**src/rtl/bootmap_pkg.sv**
```systemverilog
package bootmap_pkg;
  // Strobes from control to datapath
  typedef struct packed {
    logic rdRom;   // read goes to ROM
    logic rdSram;  // read goes to SRAM
    logic wrSram;  // write goes to SRAM
    logic useVec;  // read address replaced by the vector
  } mapStrobe_t;
endpackage

```
**src/rtl/bootmap_ctrl.sv**
```systemverilog
module bootmap_ctrl
  import bootmap_pkg::*;
(
  input  logic       clk,
  input  logic       rstN,
  input  logic       rdEn,
  input  logic       wrEn,
  input  logic       cfgWe,
  input  logic       cfgSram,
  input  logic       vecReq,
  input  logic       vecIsNmi,
  output mapStrobe_t strobe,
  output logic       mapIsSram
);
  logic mapReg;
  logic rdActive;
  logic forceRom;

  always_ff @(posedge clk or negedge rstN) begin
    if (!rstN)      mapReg <= 1'b0;
    else if (cfgWe) mapReg <= cfgSram;
  end

  always_comb begin
    rdActive      = rdEn | vecReq;
    forceRom      = !rstN | (vecReq & !vecIsNmi) | !mapReg;
    strobe.rdRom  = rdActive & forceRom;
    strobe.rdSram = rdActive & !forceRom;
    strobe.wrSram = wrEn;
    strobe.useVec = vecReq;
  end

  assign mapIsSram = mapReg;


  always_ff @(posedge clk) begin
    if (!rstN && rdActive)
      reset_rom_chk: assert (strobe.rdRom && !strobe.rdSram && !mapIsSram);
  end


  map_update_chk: assert property (@(posedge clk) disable iff (!rstN)
    cfgWe |=> (mapIsSram == $past(cfgSram)));


  map_hold_chk: assert property (@(posedge clk) disable iff (!rstN)
    !cfgWe |=> $stable(mapIsSram));
endmodule

```
**src/rtl/bootmap_dp.sv**
```systemverilog
module bootmap_dp
  import bootmap_pkg::*;
#(
  parameter int WIN_AW = 12,
  parameter int ROM_AW = 10
) (
  input  logic              clk,
  input  logic              rstN,
  input  mapStrobe_t        strobe,
  input  logic [WIN_AW-1:0] rdAddr,
  input  logic [WIN_AW-1:0] wrAddr,
  output logic              romSel,
  output logic [ROM_AW-1:0] romAddr,
  output logic              sramRdSel,
  output logic [WIN_AW-1:0] sramRdAddr,
  output logic              sramWrSel,
  output logic [WIN_AW-1:0] sramWrAddr,
  output logic [WIN_AW-1:0] vecAddr
);
  localparam logic [WIN_AW-1:0] VecBase = '0;
  logic [WIN_AW-1:0] effAddr;
  logic [ROM_AW-1:0] aliasAddr;

  assign effAddr = strobe.useVec ? VecBase : rdAddr;

  generate
    if (ROM_AW < WIN_AW) begin : g_alias
      assign aliasAddr = effAddr[ROM_AW-1:0];
    end else begin : g_full
      assign aliasAddr = effAddr;
    end
  endgenerate

  assign romSel     = strobe.rdRom;
  assign romAddr    = strobe.rdRom  ? aliasAddr : '0;
  assign sramRdSel  = strobe.rdSram;
  assign sramRdAddr = strobe.rdSram ? effAddr : '0;
  assign sramWrSel  = strobe.wrSram;
  assign sramWrAddr = strobe.wrSram ? wrAddr : '0;
  assign vecAddr    = VecBase;


  rom_alias_chk: assert property (@(posedge clk) disable iff (!rstN)
    (strobe.rdRom && !strobe.useVec) |-> (romAddr == rdAddr[ROM_AW-1:0]));
endmodule

```
**src/rtl/bootmap_top.sv**
```systemverilog
module bootmap_top
  import bootmap_pkg::*;
#(
  parameter int WIN_AW = 12,
  parameter int ROM_AW = 10
) (
  input  logic              clk,
  input  logic              rstN,
  input  logic              rdEn,
  input  logic [WIN_AW-1:0] rdAddr,
  input  logic              wrEn,
  input  logic [WIN_AW-1:0] wrAddr,
  input  logic              cfgWe,
  input  logic              cfgSram,
  input  logic              vecReq,
  input  logic              vecIsNmi,
  output logic              romSel,
  output logic [ROM_AW-1:0] romAddr,
  output logic              sramRdSel,
  output logic [WIN_AW-1:0] sramRdAddr,
  output logic              sramWrSel,
  output logic [WIN_AW-1:0] sramWrAddr,
  output logic              mapIsSram,
  output logic [WIN_AW-1:0] vecAddr
);
  mapStrobe_t strobe;

  bootmap_ctrl u_ctrl (
    .clk(clk), .rstN(rstN), .rdEn(rdEn), .wrEn(wrEn), .cfgWe(cfgWe),
    .cfgSram(cfgSram), .vecReq(vecReq), .vecIsNmi(vecIsNmi),
    .strobe(strobe), .mapIsSram(mapIsSram)
  );

  bootmap_dp #(.WIN_AW(WIN_AW), .ROM_AW(ROM_AW)) u_dp (
    .clk(clk), .rstN(rstN), .strobe(strobe), .rdAddr(rdAddr), .wrAddr(wrAddr),
    .romSel(romSel), .romAddr(romAddr), .sramRdSel(sramRdSel),
    .sramRdAddr(sramRdAddr), .sramWrSel(sramWrSel), .sramWrAddr(sramWrAddr),
    .vecAddr(vecAddr)
  );


  write_to_sram_chk: assert property (@(posedge clk) disable iff (!rstN)
    wrEn |-> (sramWrSel && sramWrAddr == wrAddr));


  reset_vec_rom_chk: assert property (@(posedge clk) disable iff (!rstN)
    (vecReq && !vecIsNmi) |-> (romSel && !sramRdSel && romAddr == '0));


  vec_zero_chk: assert property (@(posedge clk) disable iff (!rstN)
    vecReq |-> (romAddr == '0 && sramRdAddr == '0));


  one_read_chk: assert property (@(posedge clk) disable iff (!rstN)
    $onehot0({romSel, sramRdSel}));
endmodule

```
**config.mk**
```make
export PLATFORM = sky130hd
export DESIGN_NAME = bootmap_top
export DESIGN_NICKNAME = d
export VERILOG_FILES = /design/src/rtl/bootmap_pkg.sv /design/src/rtl/bootmap_ctrl.sv /design/src/rtl/bootmap_dp.sv /design/src/rtl/bootmap_top.sv
export SDC_FILE = /design/constraint.sdc
export NUM_CORES = 1
export LEC_CHECK = 0
export BUFFER_PORTS_ARGS = -buffer_cell sky130_fd_sc_hd__buf_2
export CAP_MARGIN = 20
export CELL_PAD_IN_SITES_DETAIL_PLACEMENT = 1
export CELL_PAD_IN_SITES_GLOBAL_PLACEMENT = 2
export CORE_MARGIN = 5
export CORE_UTILIZATION = 11
export CTS_BUF_LIST = sky130_fd_sc_hd__clkbuf_16
export CTS_CLUSTER_SIZE = 28
export DETAILED_ROUTE_END_ITERATION = 12
export PLACE_DENSITY = 0.77
export SLEW_MARGIN = 30
export SYNTH_ARGS = -nofsm -noshare
export SYNTH_HDL_FRONTEND = slang
export SYNTH_SLANG_ARGS = --single-unit
```
**constraint.sdc**
```tcl
create_clock -name clk -period 1.27 [get_ports clk]
set_clock_uncertainty 0.2 [all_clocks]
set_input_delay 0.0635 -clock clk [delete_from_list [all_inputs] [get_ports clk]]
set_output_delay 0.0635 -clock clk [all_outputs]
set_load 0.005 [all_outputs]
```
==> results.cfg, run 1 <==
[sta]
worst_hold_slack_ps = 103
finalHoldViolCount = 0
max_freq_mhz = 830
rsz0062_at_grt = yes
finalMaxSlewViolations = 0
setup_ws_ps = 64.7
setup-tns-final_ps = 0
post-route-period-util_pct = 94.9
fin_crit_ps = 1210
setup_viol = 0

[logic_synthesis]
synth.area.top_cells = and2_1 (32%), nor3b_2 (25%), buf_4 (23%)
yosys.area.top_type = and2_1
ys_seq_area_share_pct = 5.09
yosys_register_bits = 1
yosysWarnings = 0
syn_inst = 62
syn-cell-area_um2 = 492
synth.distinct_cells = 14
syn_area_per_cell_um2 = 7.93
synth_top_area_share_pct = 31.8

[layout]
final_nets = 163
multi_input_area_um2 = 393
final_common_cell = buf_2
final_util_pct = 19.8
largest_reg_flops = 1
fin_area_um2 = 861
antennaDiodeCount = 0
layout_common_cells = buf_2 (69), and2_1 (24), conb_1 (12)
area_growth_pct = 75.1
fillerInstances = 556
register_area_um2 = 25.0
layout-drive-gt1-share_pct = 65.9

[worst_setup_path]
critPathTopFamily = flip-flops
worstPathCellList = buf_4 -> buf_4 -> mux2_2
path_max_fanout = 3
worst-path-buf-inv = 2
critical_path_required_ps = 940
crit_arrival_ps = 880
crit_top_cell = buf_4
max_stage_delay_ps = 370
critPathLaunchType = flip-flop
slowest_stage = dfrtp_1
end_kind = flip-flop
crit_type = reg -> reg

[power_and_ir_drop]
peakVddDrop_mv = 0.187
p_int_mw = 0.152
p_switching_mw = 0.0981
power.clock.fraction_pct = 0
p_sw_share_pct = 39.3
p_comb_share_pct = 84.8
cellPowerDensity_nw_per_um2 = 290
pwr-share-seq_pct = 15.2
power.leakage_nw = 0.508

[routing]
finalWirelength_um = 2070
postRouteAntennaNets = 0
viasPerCell = 3.47
num_vias = 628
dr.pass1.iters = 2
wire_per_inst_um = 11.5
drtIter0Drc = 27
drc = 0

[global_routing]
antenna_found_initial = 0
grt.overflow.total = 0
grt_pass1_vias = 646
grt_first_pass_wirelength_um = 3300
grt_max_degree = 14
grtUsageTotal_pct = 6.37

[die]
fp-row-count = 24
ioPinCount = 82
die_x_um = 76.9
start_util_pct = 11.3
core_um2 = 4350
fp.dieH_um = 76.9
dieArea_um2 = 5910

[outcome]
outcome = complete, no violations

[worst_hold_path]
hp-class = in -> reg

[cts]
clk_latency_ps = 0
clkTransAtPathRegs_ps = 0

[placement]
io_buffers = 69
placed_area_um2 = 851
dp_slack_ps = -57.0
gp_congestion = 0.686

[run]
maxCapViolations = 0
## cells in the mapped netlist
cell type / n
a21boi_1: 1
buf_6: 1
nand2b_1: 2
and2_1: 25
conb_1: 1
a21oi_1: 1
mux2_2: 1
and4b_1: 1
buf_4: 15
nand2_1: 1
nor3b_2: 10
clkbuf_1: 1
nor2_1: 1
dfrtp_1: 1
## worst register-to-register path, cell delays in order, from the launching register on
cell and delay (ps):
dfrtp_1 370, buf_4 140, buf_4 120, mux2_2 250
## power groups by stage
stage | sequential, mW | clock, mW | combinational, mW
2_1_floorplan | 0.0382 | 0 | 0.120
3_3_place_gp | 0.0371 | 0 | 0.211
3_5_place_dp | 0.0375 | 0 | 0.213
4_1_cts | 0.0378 | 0 | 0.219
5_1_grt | 0.0388 | 0 | 0.239
6_report | 0.0381 | 0 | 0.212
## final timing paths
kind / from / endpoint / slack (ps) / cells after the start
worst max-delay path: u_ctrl.mapIsSram / u_ctrl.mapIsSram / 60 / 3
worst min-delay path: cfgSram / u_ctrl.mapIsSram / 100 / 2
worst max register to register: u_ctrl.mapIsSram / u_ctrl.mapIsSram / 60 / 3
worst min register to register: u_ctrl.mapIsSram / u_ctrl.mapIsSram / 520 / 3
max in group asynchronous: rstN / u_ctrl.mapIsSram / 560 / 2
min in group asynchronous: rstN / u_ctrl.mapIsSram / 200 / 2
## routing by layer
| layer | vias up | track usage [%] | share of wire [%] | routed length, um |
|---|---|---|---|---|
| li1 | 306 | - | - | - |
| met2 | 44 | 11.4 | 49 | 1010 |
| met4 | 0 | 0.524 | 0.92 | 19 |
| met3 | 2 | 1.87 | 12 | 249 |
| met5 | - | 0 | 0 | 0 |
| met1 | 276 | 7.77 | 38 | 792 |
## cell families (layout without fill, tap and decap cells)
| family | Yosys count | in the layout | share of synthesized area (%) |
|---|---|---|---|
| compound gates | 2 | 2 | 2.54 |
| buf+inv | 17 | 73 | 26.0 |
| flops | 1 | 1 | 5.09 |
| mux | 1 | 1 | 2.29 |
| other cells | 1 | 12 | 0.763 |
| simple gates | 40 | 40 | 63.4 |
## timing repair
item | in CTS | in global routing
hold buffers | 1 | 0
pin swaps | 1 | 3
gates resized for setup | 2 | 2
buffers inserted | 0 | 1
endpoints found under the setup margin | 14 | 21
hold endpoints to repair | 1 | 0
## layout make-up
class	count	share of cell area (%)
sequential	1	2.91
multi-input combinational	55	45.6
timing repair buffer	73	43.9
tap	52	7.56
## through the flow
step                      total power, mW  cells
final                               0.250    181
after CTS                           0.256    181
after global placement              0.248    180
after detailed placement            0.250    180
after global routing                0.278    181
after floorplan                     0.158     73
(Power assumes the default switching activity.)
==> run 2: changes to the inputs <==
--- a/config.mk
+++ b/config.mk
@@ -9,7 +9,7 @@
 export CAP_MARGIN = 20
 export CELL_PAD_IN_SITES_DETAIL_PLACEMENT = 1
 export CELL_PAD_IN_SITES_GLOBAL_PLACEMENT = 2
-export CORE_MARGIN = 5
+export CORE_MARGIN = 4
 export CORE_UTILIZATION = 11
 export CTS_BUF_LIST = sky130_fd_sc_hd__clkbuf_16
 export CTS_CLUSTER_SIZE = 28
==> run 2 against run 1 <==
Against the previous run:
- via count rose by 0.96%
- total power fell by 1.1%
- core utilization fell by 0.057 points
- setup slack got worse by 18 ps
- sequential power barely moved
- critical path depth did not move
- register-to-register slack barely moved
- wire length fell by 4.8%
- sequential share of layout area barely moved
- worst hold slack improved by 3.4 ps
- combinational power barely moved
- cell count did not move
- highest routed layer is now met3
==> results.cfg, run 2 (synthesis results as in run 1) <==
[die]
die_x_um = 74.9
fp.dieH_um = 74.9
start_util_pct = 11.3
dieArea_um2 = 5600
core_um2 = 4350
ioPinCount = 82
fp-row-count = 24

[global_routing]
grtUsageTotal_pct = 6.15
antenna_found_initial = 0
grt.overflow.total = 0
grt_max_degree = 14
grt_pass1_vias = 552
grt_first_pass_wirelength_um = 2820

[power_and_ir_drop]
cellPowerDensity_nw_per_um2 = 288
power.leakage_nw = 0.509
peakVddDrop_mv = 0.234

[worst_hold_path]
hp-class = in -> reg
holdPathEnd = u_ctrl.mapIsSram
hold_depth = 2
min_from = cfgSram

[worst_setup_path]
end_kind = output port
path_max_fanout = 12
critical_path_required_ps = 1010
r2r_setup_slack_ps = 70
worst-path-buf-inv = 1
critPathLaunchType = flip-flop
critPathTopFamily = simple AND/OR/NAND/NOR gates
path_depth = 3
timing.rr.start = u_ctrl.mapIsSram
worstPathCellList = and4b_2 -> and2_1 -> buf_2
max_stage_delay_ps = 370
crit_arrival_ps = 960
slowest_stage = dfrtp_1
timing.rr.end = u_ctrl.mapIsSram
crit_type = reg -> out
r2r_cells = 3

[placement]
dp_slack_ps = -69.2
io_buffers = 69
gp_congestion = 0.657
hpwl_um = 1800

[layout]
layout_common_cells = buf_2 (69), and2_1 (24), conb_1 (12)
antennaDiodeCount = 0
final_util_pct = 19.7
multi_input_area_um2 = 390
fillerInstances = 552
area_growth_pct = 74.6
final_nets = 163
layout-drive-gt1-share_pct = 65.9
final_common_cell = buf_2
register_area_um2 = 25.0
largest_reg_flops = 1

[sta]
rsz0062_at_grt = yes
finalHoldViolCount = 0
finalMaxSlewViolations = 0
max_freq_mhz = 818
fin_crit_ps = 1220
setup_viol = 0
setup_ws_ps = 47.1
post-route-period-util_pct = 96.3

[cts]
clk_latency_ps = 0
clkTransAtPathRegs_ps = 0

[run]
maxCapViolations = 0

[routing]
postRouteAntennaNets = 0
wire_per_inst_um = 10.9
drtIter0Drc = 25
finalWirelength_um = 1970
drc = 0
viasPerCell = 3.50
num_vias = 634
dr.pass1.iters = 4

[outcome]
outcome = complete, no violations
## run 2: cell counts in the layout (fill, tap and decap cells not counted)
No cell type changed its count.
## run 2: worst max-delay path by stage
stage	start	to	slack [ps]
detailed placement	u_ctrl.mapIsSram	sramRdAddr[2]	-70
CTS	u_ctrl.mapIsSram	romAddr[2]	10
global placement	u_ctrl.mapIsSram	sramRdAddr[11]	-30
finish	u_ctrl.mapIsSram	sramRdAddr[2]	50
floorplan	u_ctrl.mapIsSram	romAddr[0]	90
global route	u_ctrl.mapIsSram	sramRdAddr[2]	-10
## run 2: report_power, final
group          leakage, nW  switching, mW  internal (mW)
clock network            0              0              0
logic                0.498         0.0941          0.115
registers           0.0117        0.00221         0.0357
total                0.509         0.0963          0.151
## run 2: what timing repair did
action	CTS	global route
buffers inserted	0	1
gates resized for setup	2	1
pin swaps	1	5
hold buffers	1	0
endpoints found under the setup margin	22	17
endpoints found under the hold margin	1	0
## run 2: metal layers
layer	up-vias	track usage, %	share of wire [%]
met5	-	0	0
met4	0	0	0
met3	0	1.07	13
met2	37	11.3	51
met1	292	7.94	36
li1	305	-	-
## run 2: stage by stage
| step | std cells | instance area [um^2] | total power [mW] | TNS, ps | hold WS [ps] |
|---|---|---|---|---|---|
| 4_1_cts | 181 | 865 | 0.255 | 0 | 108 |
| 3_5_place_dp | 180 | 851 | 0.248 | -801 | -348 |
| 3_3_place_gp | 180 | 851 | 0.247 | -315 | -352 |
| 5_1_grt | 181 | 858 | 0.275 | -35.7 | 128 |
| 6_report | 181 | 858 | 0.247 | 0 | 106 |
| 2_1_floorplan | 73 | 533 | 0.158 | 0 | -432 |
## run 2: layout make-up
cell class                      instances  area share [%]
Multi-Input combinational cell         55            45.5
Sequential cell                         1            2.92
Tap cell                               52            7.58
Timing Repair Buffer                   73            44.0
